## src/rtl/nco_ctrl_pkg.sv

```systemverilog
package nco_ctrl_pkg;
    localparam int BUS_W      = 8;
    localparam int ADDR_W     = 4;
    localparam int FREQ_BYTES = 4;
    localparam int FREQ_W     = BUS_W * FREQ_BYTES;
    localparam int PM_W       = BUS_W + ADDR_W;
    localparam int PM_LO_W    = PM_W - BUS_W;
    localparam int BYTE_SEL_W = $clog2(FREQ_BYTES);

    typedef logic [FREQ_W-1:0] freq_word_t;
    typedef logic [PM_W-1:0]   pm_word_t;
    typedef logic [BUS_W-1:0]  bus_byte_t;
    typedef logic [ADDR_W-1:0] bus_addr_t;

    typedef struct packed {
        freq_word_t bank_a;
        freq_word_t bank_b;
        pm_word_t   ph_buf;
    } bank_state_t;

    typedef struct packed {
        freq_word_t freq;
        pm_word_t   pm;
    } load_state_t;

    typedef struct packed {
        logic lvl;
    } edge_state_t;
endpackage

```

## src/rtl/nco_edge_det.sv

```systemverilog
module nco_edge_det #(
    parameter bit RISE = 1'b1
) (
    input  logic clk,
    input  logic rst_n,
    input  logic sig_in,
    output logic pulse
);
    import nco_ctrl_pkg::*;

    localparam logic IDLE_LVL = RISE ? 1'b1 : 1'b0;

    edge_state_t st_d, st_q;

    always_comb begin
        st_d     = st_q;
        st_d.lvl = sig_in;
    end

    always_ff @(posedge clk or negedge rst_n) begin
        if (!rst_n) st_q <= '{lvl: IDLE_LVL};
        else        st_q <= st_d;
    end

    generate
        if (RISE) begin : g_rise
            assign pulse = sig_in & ~st_q.lvl;
        end else begin : g_fall
            assign pulse = ~sig_in & st_q.lvl;
        end
    endgenerate


    single_pulse_chk: assert property (@(posedge clk) disable iff (!rst_n)
        pulse |=> !pulse);
endmodule

```

## src/rtl/nco_byte_bank.sv

```systemverilog
module nco_byte_bank (
    input  logic                     clk,
    input  logic                     rst_n,
    input  logic                     wr_en,
    input  nco_ctrl_pkg::bus_byte_t  wr_data,
    input  nco_ctrl_pkg::bus_addr_t  wr_addr,
    output nco_ctrl_pkg::freq_word_t bank_a,
    output nco_ctrl_pkg::freq_word_t bank_b,
    output nco_ctrl_pkg::pm_word_t   ph_buf
);
    import nco_ctrl_pkg::*;

    bank_state_t st_d, st_q;
    logic        is_phase_d;
    logic        is_bank_b_d;

    assign is_phase_d  = wr_addr[ADDR_W-1];
    assign is_bank_b_d = wr_addr[BYTE_SEL_W];

    always_comb begin
        st_d = st_q;
        if (wr_en) begin
            if (!is_phase_d) begin
                for (int k = 0; k < FREQ_BYTES; k++) begin
                    if (wr_addr[BYTE_SEL_W-1:0] == k[BYTE_SEL_W-1:0]) begin
                        if (is_bank_b_d) st_d.bank_b[k*BUS_W +: BUS_W] = wr_data;
                        else             st_d.bank_a[k*BUS_W +: BUS_W] = wr_data;
                    end
                end
            end else begin
                case (wr_addr[1:0])
                    2'b00:   st_d.ph_buf[PM_LO_W-1:0]  = wr_data[BUS_W-1 -: PM_LO_W];
                    2'b01:   st_d.ph_buf[PM_W-1 -: BUS_W] = wr_data;
                    default: ;
                endcase
            end
        end
    end

    always_ff @(posedge clk or negedge rst_n) begin
        if (!rst_n) st_q <= '0;
        else        st_q <= st_d;
    end

    assign bank_a = st_q.bank_a;
    assign bank_b = st_q.bank_b;
    assign ph_buf = st_q.ph_buf;


    idle_hold_chk: assert property (@(posedge clk) disable iff (!rst_n)
        !wr_en |=> ($stable(bank_a) && $stable(bank_b) && $stable(ph_buf)));


    undef_addr_chk: assert property (@(posedge clk) disable iff (!rst_n)
        (wr_en && wr_addr[ADDR_W-1] && wr_addr[1]) |=>
        ($stable(bank_a) && $stable(bank_b) && $stable(ph_buf)));


    ph_lo_nibble_chk: assert property (@(posedge clk) disable iff (!rst_n)
        (wr_en && wr_addr[ADDR_W-1] && wr_addr[1:0] == 2'b00) |=>
        (ph_buf[PM_LO_W-1:0] == $past(wr_data[BUS_W-1 -: PM_LO_W])
         && $stable(ph_buf[PM_W-1:PM_LO_W])));


    bank_exclusive_chk: assert property (@(posedge clk) disable iff (!rst_n)
        (wr_en && !wr_addr[ADDR_W-1]) |=> ($stable(ph_buf) &&
        ($stable(bank_a) || $stable(bank_b))));
endmodule

```

## src/rtl/nco_load_path.sv

```systemverilog
module nco_load_path (
    input  logic                     clk,
    input  logic                     rst_n,
    input  logic                     ld_freq,
    input  logic                     ld_pm,
    input  logic                     pick_a,
    input  logic                     src_buf,
    input  nco_ctrl_pkg::freq_word_t bank_a,
    input  nco_ctrl_pkg::freq_word_t bank_b,
    input  nco_ctrl_pkg::pm_word_t   ph_buf,
    input  nco_ctrl_pkg::bus_byte_t  pin_data,
    input  nco_ctrl_pkg::bus_addr_t  pin_addr,
    output nco_ctrl_pkg::freq_word_t freq_word,
    output nco_ctrl_pkg::pm_word_t   pm_word
);
    import nco_ctrl_pkg::*;

    load_state_t st_d, st_q;
    pm_word_t    pin_word_d;

    assign pin_word_d = {pin_data, pin_addr};

    always_comb begin
        st_d = st_q;
        if (ld_freq) st_d.freq = pick_a ? bank_a : bank_b;
        if (ld_pm)   st_d.pm   = src_buf ? ph_buf : pin_word_d;
    end

    always_ff @(posedge clk or negedge rst_n) begin
        if (!rst_n) st_q <= '0;
        else        st_q <= st_d;
    end

    assign freq_word = st_q.freq;
    assign pm_word   = st_q.pm;


    freq_hold_chk: assert property (@(posedge clk) disable iff (!rst_n)
        !ld_freq |=> $stable(freq_word));


    freq_bank_a_chk: assert property (@(posedge clk) disable iff (!rst_n)
        (ld_freq && pick_a) |=> (freq_word == $past(bank_a)));


    pm_hold_chk: assert property (@(posedge clk) disable iff (!rst_n)
        !ld_pm |=> $stable(pm_word));


    pm_direct_chk: assert property (@(posedge clk) disable iff (!rst_n)
        (ld_pm && !src_buf) |=> (pm_word == {$past(pin_data), $past(pin_addr)}));
endmodule

```

## src/rtl/nco_ctrl_bank.sv

```systemverilog
module nco_ctrl_bank (
    input  logic        clk,
    input  logic        rst_n,
    input  logic [7:0]  bus_data,
    input  logic [3:0]  bus_addr,
    input  logic        chip_sel_n,
    input  logic        wr_strobe,
    input  logic        freq_pick_a,
    input  logic        phase_src_buf,
    input  logic        freq_load,
    input  logic        phase_load,
    output logic [31:0] freq_word,
    output logic [11:0] pm_word
);
    import nco_ctrl_pkg::*;

    logic       wr_rise;
    logic       fl_fall;
    logic       pl_fall;
    logic       wr_fire;
    freq_word_t bank_a, bank_b;
    pm_word_t   ph_buf;

    nco_edge_det #(.RISE(1'b1)) i_wr_edge (
        .clk(clk), .rst_n(rst_n), .sig_in(wr_strobe), .pulse(wr_rise));
    nco_edge_det #(.RISE(1'b0)) i_fl_edge (
        .clk(clk), .rst_n(rst_n), .sig_in(freq_load), .pulse(fl_fall));
    nco_edge_det #(.RISE(1'b0)) i_pl_edge (
        .clk(clk), .rst_n(rst_n), .sig_in(phase_load), .pulse(pl_fall));

    assign wr_fire = wr_rise & ~chip_sel_n;

    nco_byte_bank i_bank (
        .clk(clk), .rst_n(rst_n), .wr_en(wr_fire), .wr_data(bus_data),
        .wr_addr(bus_addr), .bank_a(bank_a), .bank_b(bank_b), .ph_buf(ph_buf));

    nco_load_path i_load (
        .clk(clk), .rst_n(rst_n), .ld_freq(fl_fall), .ld_pm(pl_fall),
        .pick_a(freq_pick_a), .src_buf(phase_src_buf), .bank_a(bank_a),
        .bank_b(bank_b), .ph_buf(ph_buf), .pin_data(bus_data),
        .pin_addr(bus_addr), .freq_word(freq_word), .pm_word(pm_word));


    cs_inhibit_chk: assert property (@(posedge clk) disable iff (!rst_n)
        chip_sel_n |=> ($stable(bank_a) && $stable(bank_b) && $stable(ph_buf)));


    load_before_write_chk: assert property (@(posedge clk) disable iff (!rst_n)
        (fl_fall && !freq_pick_a) |=> (freq_word == $past(bank_b)));
endmodule

```

## config.mk

```make
export PLATFORM = sky130hd
export DESIGN_NAME = nco_ctrl_bank
export DESIGN_NICKNAME = d
export VERILOG_FILES = /design/src/rtl/nco_ctrl_pkg.sv /design/src/rtl/nco_edge_det.sv /design/src/rtl/nco_byte_bank.sv /design/src/rtl/nco_load_path.sv /design/src/rtl/nco_ctrl_bank.sv
export SDC_FILE = /design/constraint.sdc
export NUM_CORES = 1
export LEC_CHECK = 0
export BUFFER_PORTS_ARGS = -buffer_cell sky130_fd_sc_hd__clkbuf_2
export CORE_MARGIN = 2
export CORE_UTILIZATION = 51
export DETAILED_ROUTE_END_ITERATION = 12
export PLACE_DENSITY_LB_ADDON = 0.25
export SLEW_MARGIN = 10
export SYNTH_ARGS = -nofsm -noshare
export SYNTH_HDL_FRONTEND = slang
export SYNTH_SLANG_ARGS = --single-unit
```

## constraint.sdc

```tcl
create_clock -name clk -period 3.9 [get_ports clk]
set_input_delay 1.17 -clock clk [delete_from_list [all_inputs] [get_ports clk]]
set_output_delay 1.17 -clock clk [all_outputs]
set_load 0.03 [all_outputs]
```

* Yosys cells after proc, flatten, opt, wreduce, memory -nomap -nowiden *
Index checks and enable logic that the tools add are counted.

storage, ports and cells
  output and inout port bits = 44
  register bits = 123

cells by class
  equal/unequal tests = 3
  multiplexer cells = 2
  bitwise gates (word level) = 10
  reductions and logical operators = 11

operators with widths
  cell                                                  count
  two-way mux 32 bit                                    1
  AND reduction 4 bit                                   8
  two-way mux 12 bit                                    1
  NOT 1 bit                                             6
  AND reduction 3 bit                                   2
  AND 1 bit                                             4
  equality test 2 bit (second input constant)           2
  equality test 2 x 1 -> 1 bit (second input constant)  1
  zero test 2 bit                                       1

* Logic depth before layout (Yosys ltp) *
Gate-level depths: netlist of the first run.

  depth after elaboration = 4
  mapped depth = 5

* Modules after synthesis *
A second synthesis of the first run with hierarchy kept.

second synthesis, totals
  cell total of the unflattened synthesis = 373
  area total of the unflattened synthesis = 5,124.9 µm²

by module, submodules not included
  module                         seq. area each (µm²)  area each (µm²)  cells an instance  instances
  nco_byte_bank                  1,901.8               2,941.6          176                1
  nco_load_path                  1,101.1               2,052.0          190                1
  nco_edge_det at i_fl_edge ...  25.0                  38.8             2                  2
  nco_edge_det at i_wr_edge      26.3                  40.0             2                  1
  nco_ctrl_bank                  0.0                   13.8             1                  1

* Worst setup path before layout of the first run *
Ideal clock, no wire load.

  path type = in2reg
  from = input port chip_sel_n
  to = register i_bank.st_q, in the netlist i_bank.bank_a[24]
  arrival time = 2,130 ps
  path slack = 1,645 ps
  stages = 5
  data required time = 3,775 ps
  library setup time = 125 ps
  path through = nor3b_2 > buf_6 > and4_4 > buf_12 > mux2_4

between the ends
  word-level cells in the longest chain between the ends = 3

RTL lines
  what                           line                 RTL
  start: declaration             nco_ctrl_bank.sv:6   input logic chip_sel_n,
  NOT 1 bit                      nco_ctrl_bank.sv:31  assign wr_fire = wr_rise & ~chip_sel_n;
  AND 1 bit                      nco_ctrl_bank.sv:31
  AND reduction 4 bit (no line)  n/a
  end signal: assignment         nco_byte_bank.sv:42  else st_q <= st_d;
  end: declaration               nco_byte_bank.sv:13  bank_state_t st_d, st_q;

Every way passes these cells.
A chain may end at the register's enable or synchronous reset.

* Final worst setup path of the first run *
  from = input port wr_strobe
  to = register i_bank.st_q, in the netlist i_bank.ph_buf[11]

between the ends
  word-level cells in the longest chain between the ends = 3

RTL lines
  what                           line                 RTL
  start: declaration             nco_ctrl_bank.sv:7   input logic wr_strobe,
  AND 1 bit                      nco_edge_det.sv:27   assign pulse = sig_in & ~st_q.lvl;
  AND 1 bit                      nco_ctrl_bank.sv:31
  AND reduction 3 bit (no line)  n/a

Every way passes these cells.

==> results of run 1 <==
where the power goes:
| group | total [W] | internal (W) | switching, W | leakage (nW) |
|---|---|---|---|---|
| clock network | 0.00146 | 0.000916 | 0.000542 | 0.273 |
| registers | 0.00156 | 0.00147 | 0.0000932 | 1.62 |
| logic | 0.000534 | 0.000210 | 0.000324 | 1.13 |
placed cells by master (no fill, tap or decap), types with 2 or more instances in the layout:
master / synthesis / routed
clkinvlp_4: 0 / 3
nand3_2: 6 / 6
mux2_1: 2 / 2
nor2b_2: 2 / 2
buf_4: 0 / 6
o21ai_0: 44 / 44
mux2_2: 58 / 58
mux2_4: 16 / 16
and4_4: 2 / 2
clkinv_2: 0 / 7
bufinv_16: 0 / 2
mux2i_1: 44 / 44
clkbuf_8: 0 / 2
nand2_1: 44 / 44
clkbuf_16: 0 / 16
clkbuf_2: 0 / 62
dfrtp_1: 122 / 122
logic make-up (layout without fill, tap and decap cells):
| group | Yosys count | in the layout | synth area share [%] |
|---|---|---|---|
| DFF | 123 | 123 | 60.1 |
| muxes | 120 | 120 | 26.5 |
| and+or+nand+nor | 62 | 62 | 6.22 |
| AOI/OAI and AO/OA | 44 | 44 | 4.30 |
| buffers and inverters | 26 | 100 | 2.95 |
critical path, stage by stage:
cell      delay, ns
clkbuf_2       0.09
nor3b_2        0.62
and3_1         0.49
mux2_2         0.39
layout make-up:
class | instances | area share (%)
clock buffer | 19 | 7.13
clock inverter | 13 | 2.09
multi-input combinational | 226 | 31.3
sequential | 123 | 50.8
tap | 133 | 2.75
timing repair buffer | 68 | 5.87
final timing paths:
kind	start	to	slack [ns]	cells past startpoint
max	wr_strobe	i_bank.ph_buf[11]$_DFFE_PN0P_	1.53	4
min	i_load.freq_word[19]$_DFFE_PN0P_	i_load.freq_word[19]$_DFFE_PN0P_	0.47	2
max reg2reg	i_wr_edge.st_q$_DFF_PN1_	i_bank.ph_buf[11]$_DFFE_PN0P_	1.90	3
min reg2reg	i_load.freq_word[19]$_DFFE_PN0P_	i_load.freq_word[19]$_DFFE_PN0P_	0.47	2
max in group asynchronous	rst_n	i_load.freq_word[1]$_DFFE_PN0P_	2.33	2
min in group asynchronous	rst_n	i_load.freq_word[4]$_DFFE_PN0P_	0.71	1
per-layer routing:
| metal | vias to the layer above | GRT usage (%) | part of all wire, % |
|---|---|---|---|
| li1 | 1431 | - | - |
| met1 | 1493 | 24.8 | 46 |
| met2 | 49 | 31.5 | 49 |
| met3 | 9 | 4.70 | 3.3 |
| met4 | 0 | 6.66 | 1.1 |
| met5 | - | 0 | 0 |
per-stage QoR:
step	util, %	hold slack, ns	total power [W]	instances
after detailed placement	56.3	0.469	0.00212	550
after global routing	62.0	0.501	0.00371	582
final	62.0	0.473	0.00355	582
after CTS	62.0	0.482	0.00358	582
after floorplan	-	0.458	0.00194	375
after global placement	56.3	0.460	0.00210	550
cell usage after synthesis (2+ instances only):
| cell | number | area, sq um |
|---|---|---|
| mux2i_1 | 44 | 440 |
| buf_2 | 5 | 25.0 |
| nand2_1 | 44 | 165 |
| mux2_4 | 16 | 240 |
| buf_12 | 2 | 40.0 |
| nand2b_1 | 2 | 12.5 |
| nand3_2 | 6 | 60.1 |
| mux2_2 | 58 | 653 |
| buf_6 | 2 | 22.5 |
| clkbuf_1 | 17 | 63.8 |
| dfrtp_1 | 122 | 3050 |
| and4_4 | 2 | 22.5 |
| mux2_1 | 2 | 22.5 |
| o21ai_0 | 44 | 220 |
| nor2b_2 | 2 | 17.5 |
registers in the layout (all words and copies together) (netlist names):
register and count:
i_bank.bank_a 32, i_bank.bank_b 32, i_bank.ph_buf 12, i_fl_edge.st_q 1, i_load.freq_word 32, i_load.pm_word 12
i_pl_edge.st_q 1, i_wr_edge.st_q 1
==> results.yml, run 1 <==
cts:
  cts_buffer_depth: 2
  clk_latency_ns: 0.51
  cts_tree: "yes"
  cts.reportedPaths.clkPinSlew_ns: 0.06
  cts_sinks: 123
  cts_resized: 0
  cts_root_buffer: "clkbuf_8"
  postCtsSetupBuffers: 0
  cts_buffers: 17
  cts_htree_levels: 4
  ctsHoldBuffers: 0
timing:
  worst_slack_ns: 1.53
  worst_pin_slew_ns: 1.00
  fin_worst_skew_ns: 0.00768
  rsz0062_at_grt: "false"
  finalSetupTns_ns: 0
  setup_violations: 0
  max_freq_mhz: 422
  report.final.hold_viol_count: 0
  final_max_slew_viol_count: 0
  relSlewSlack_pct: 33.3
  period_share_pct: 60.8
  period_needed_ns: 2.37
synthesis:
  ys_ff_latch: 123
  async_flop_share_pct: 100
  ys_types: 22
  ys_warn_count: 0
  ys_seq_area_share_pct: 60.1
  yosys_most_used_dff: "dfrtp_1"
  syn_nets: 395
  syn_area_sq_um: 5130
  synthCells: 375
  syn_avg_cell_area_sq_um: 13.7
  synth_edf_count: 0
final_layout:
  multi_input_area_sq_um: 1900
  syn_to_final_growth_pct: 18.2
  diodes: 0
  regArea_sq_um: 3080
  final_layout_size_suffix_gt1_share_pct: 41.6
  nNetsFinal: 456
  stdcell_area_sq_um: 6060
  fillCellCount: 803
critical_path:
  crit_type: "in -> reg"
  required_ns: 4.29
  start_kind: "primary input"
  cp.arrival_ns: 2.76
  path_max_fanout: 10
  worstSetupEndpointType: "register"
placed_design:
  gp_congestion: 0.720
  placed_area_sq_um: 5500
  port-buffer-count: 63
  pre_cts_ws_ns: 1.02
  dp_hpwl_um: 6320
die:
  start_util_pct: 52.4
  io_pins: 64
  dieWidth_um: 104
  fp.dieArea_sq_um: 10900
  chipHeight_um: 104
  rows: 36
  core_sq_um: 9770
outcome:
  status: "completed"
routing:
  drc: 0
  drt_iter0_drc: 69
  firstDrtPassIters: 4
  num_vias: 2982
  wirelength_um: 9420
  vias_per_cell: 5.12
  drtAntennaViolNets: 0
  avgRoutedWirePerCell_um: 16.2
power:
  powerDensity_nw_per_um2: 586
  leakagePower_nw: 3.02
  irDropWorstVdd_mv: 0.285
worst_hold_path:
  hold_class: "reg -> reg"
global_routing:
  grt_pass1_vias: 3168
  grt_pass1_wl_um: 16100
  antenna_found_initial: 0
  overflow: 0
  grt_max_degree: 65
  track_usage_pct: 19.1
job:
  maxCapViolCount: 0
Note: power is estimated with default switching activity, not from simulation.
==> run 2: changes to the inputs <==
--- a/config.mk
+++ b/config.mk
@@ -5,6 +5,7 @@
 export SDC_FILE = /design/constraint.sdc
 export NUM_CORES = 1
 export LEC_CHECK = 0
+export ABC_AREA = 1
 export BUFFER_PORTS_ARGS = -buffer_cell sky130_fd_sc_hd__clkbuf_2
 export CORE_MARGIN = 2
 export CORE_UTILIZATION = 51
==> constraint.sdc (replaced) <==
create_clock -name clk -period 2.25 [get_ports clk]
set_input_delay 0.675 -clock clk [delete_from_list [all_inputs] [get_ports clk]]
set_output_delay 0.675 -clock clk [all_outputs]
set_load 0.03 [all_outputs]
==> run 2 against run 1 <==
Via count is 49% higher. Sequential cell count stayed put. Synthesized cell count is 61% higher. Area after synthesis is 3.6% higher. Highest routed layer unchanged. Worst setup slack worse by 1.1 ns. Utilization is 0.34 points higher. First-iteration DRC count grew to 3.4 times the previous value. Power is 80% higher. Sequential power is 72% higher. Final cell count is 38% higher.
==> results.yml, run 2 <==
synthesis:
  synth.area.top_cells: "dfrtp_1 (57%), nand2_1 (18%), nand4_1 (8.0%), a31oi_1 (5.2%), nor2_1 (3.2%)"
  syn_nets: 625
  async_flop_share_pct: 100
  post-synth-top-count-cell: "nand2_1"
  synthCells: 605
  synth_top_area_cell: "dfrtp_1"
  synth_edf_count: 0
  ys_warn_count: 0
  ys_types: 17
  yosys_most_used_dff: "dfrtp_1"
  syn_area_sq_um: 5310
  ys_seq_area_share_pct: 58.0
  ys_ff_latch: 123
  synth_top_area_share_pct: 57.5
  syn_avg_cell_area_sq_um: 8.78
  synth.top_cells.by_count: "nand2_1 (251), dfrtp_1 (122), nand4_1 (68)"
power:
  internal-power_w: 0.00461
  combPwrFrac_pct: 13.9
  leakagePower_nw: 3.15
  p_sw_w: 0.00178
  seqPwrFrac_pct: 41.9
  p_sw_share_pct: 27.9
  design_power_total_w: 0.00639
  irDropWorstVdd_mv: 0.512
  clkPwrFrac_pct: 44.2
  powerDensity_nw_per_um2: 1000
routing:
  wirelength_um: 12400
  avgRoutedWirePerCell_um: 15.4
  drc: 0
  drtAntennaViolNets: 0
  firstDrtPassIters: 5
  drt_iter0_drc: 237
  vias_per_cell: 5.54
  num_vias: 4457
timing:
  report.final.hold_viol_count: 0
  relSlewSlack_pct: 65.9
  worst_pin_slew_ns: 0.511
  period_share_pct: 79.7
  fin_worst_skew_ns: 0.00863
  finalSetupTns_ns: 0
  final_max_slew_viol_count: 0
  max_freq_mhz: 557
  rsz0062_at_grt: "false"
  setup_violations: 0
  period_needed_ns: 1.79
final_layout:
  diodes: 0
  layout_commonest_cell: "nand2_1"
  mostFrequentLayoutCells: "nand2_1 (251), dfrtp_1 (122), nand4_1 (68), clkbuf_2 (62), nor2_1 (45)"
  nNetsFinal: 675
  syn_to_final_growth_pct: 20.1
  fillCellCount: 873
  final_layout_size_suffix_gt1_share_pct: 19.5
critical_path:
  crit_type: "reg -> out"
  critPathMaxStageDelay_ns: 0.39
  crit_family: "flip-flops"
  start_kind: "register"
  required_ns: 1.57
  cpMaxStageDelayCell: "dfrtp_1"
  cp_cell_sequence: "clkbuf_2"
  worstSetupEndpointType: "output port"
  path_max_fanout: 2
  cp.buffers_inverters: 1
  cp.arrival_ns: 1.12
cts:
  postCtsSetupBuffers: 0
  cts_buffer_depth: 2
  cts_resized: 0
  cts_tree: "yes"
  cts_buffers: 17
  cts_sinks: 123
  cts_htree_levels: 4
  ctsHoldBuffers: 0
  cts.reportedPaths.clkPinSlew_ns: 0.06
  cts_root_buffer: "clkbuf_8"
  clk_latency_ns: 0.51
global_routing:
  grt_pass1_wl_um: 20900
  global_route.usage.met3_pct: 5.89
  busiest_layer: "met2"
  grt_use_met2_pct: 37.0
  grt_pass1_vias: 4244
  met1_usage_pct: 33.0
  grt_max_degree: 80
  antenna_found_initial: 0
  overflow: 0
  track_usage_pct: 23.7
die:
  start_util_pct: 51.9
  dieWidth_um: 106
  rows: 37
  fp.dieArea_sq_um: 11200
  io_pins: 64
  chipHeight_um: 106
  core_sq_um: 10200
worst_hold_path:
  hold_class: "in -> async"
placed_design:
  dp_hpwl_um: 7840
  port-buffer-count: 63
  gp_congestion: 0.824
outcome:
  status: "completed"
job:
  maxCapViolCount: 0
run 2: cell types whose count changed in the layout (fill, tap and decap cells not counted), sizes merged, moves of 3 or more:
cell / delta
mux2i: -44
nand4: +68
nand2: +207
mux2: -76
o21ai: -44
buf: +9
a31oi: +44
nand3: +3
nor2: +51
inv: +11
run 2: cell type report:
class / instances / area [sq um] / area share [%]
multi-input combinational: 427 / 1980 / 31.1
clock inverter: 14 / 194 / 3.04
timing repair buffer: 77 / 485 / 7.62
sequential: 123 / 3080 / 48.3
tap: 136 / 170 / 2.67
clock buffer: 18 / 428 / 6.71
inverter: 9 / 33.8 / 0.530
run 2: layer usage:
layer	vias up	share of wire, %	routed length (um)
met5	-	0	0
met4	0	0.90	111
met3	10	6.6	816
met2	150	48	5940
met1	2165	44	5500
li1	2132	-	-
run 2: cell families after synthesis:
family / after synthesis / synth area share [%]
simple gates: 383 / 32.1
compound gates: 44 / 5.18
flops: 123 / 58.0
buf+inv: 55 / 4.74
run 2: through the flow:
stage	setup slack (ns)	hold WS, ns	instance area [sq um]	util (%)	instances
6_report	0.456	0.148	6370	62.3	804
5_1_grt	0.435	0.153	6370	62.3	804
4_1_cts	0.451	0.138	6370	62.3	804
3_5_place_dp	0.298	0.458	5750	56.2	772
3_3_place_gp	0.392	0.455	5750	56.2	772
2_1_floorplan	0.717	0.379	5310	-	605
run 2: final timing paths:
check	start	endpoint	slack (ns)	depth (start not counted)
setup / recovery	i_load.freq_word[26]$_DFFE_PN0P_	freq_word[26]	0.46	1
hold / removal	rst_n	i_load.freq_word[7]$_DFFE_PN0P_	0.15	2
setup reg to reg	i_wr_edge.st_q$_DFF_PN1_	i_bank.bank_a[1]$_DFFE_PN0P_	0.72	7
hold reg to reg	i_bank.bank_b[30]$_DFFE_PN0P_	i_bank.bank_b[30]$_DFFE_PN0P_	0.47	2
max in group asynchronous	rst_n	i_wr_edge.st_q$_DFF_PN1_	1.67	2
min in group clk	wr_strobe	i_wr_edge.st_q$_DFF_PN1_	0.27	1
run 2: power by group through the flow:
stage                     Clock [W]  Sequential [W]  Combinational (W)
after global placement            0         0.00270           0.000870
after CTS                   0.00286         0.00268           0.000897
after global routing        0.00296         0.00271           0.000993
after floorplan                   0         0.00287           0.000411
final                       0.00282         0.00268           0.000888
after detailed placement          0         0.00271           0.000891
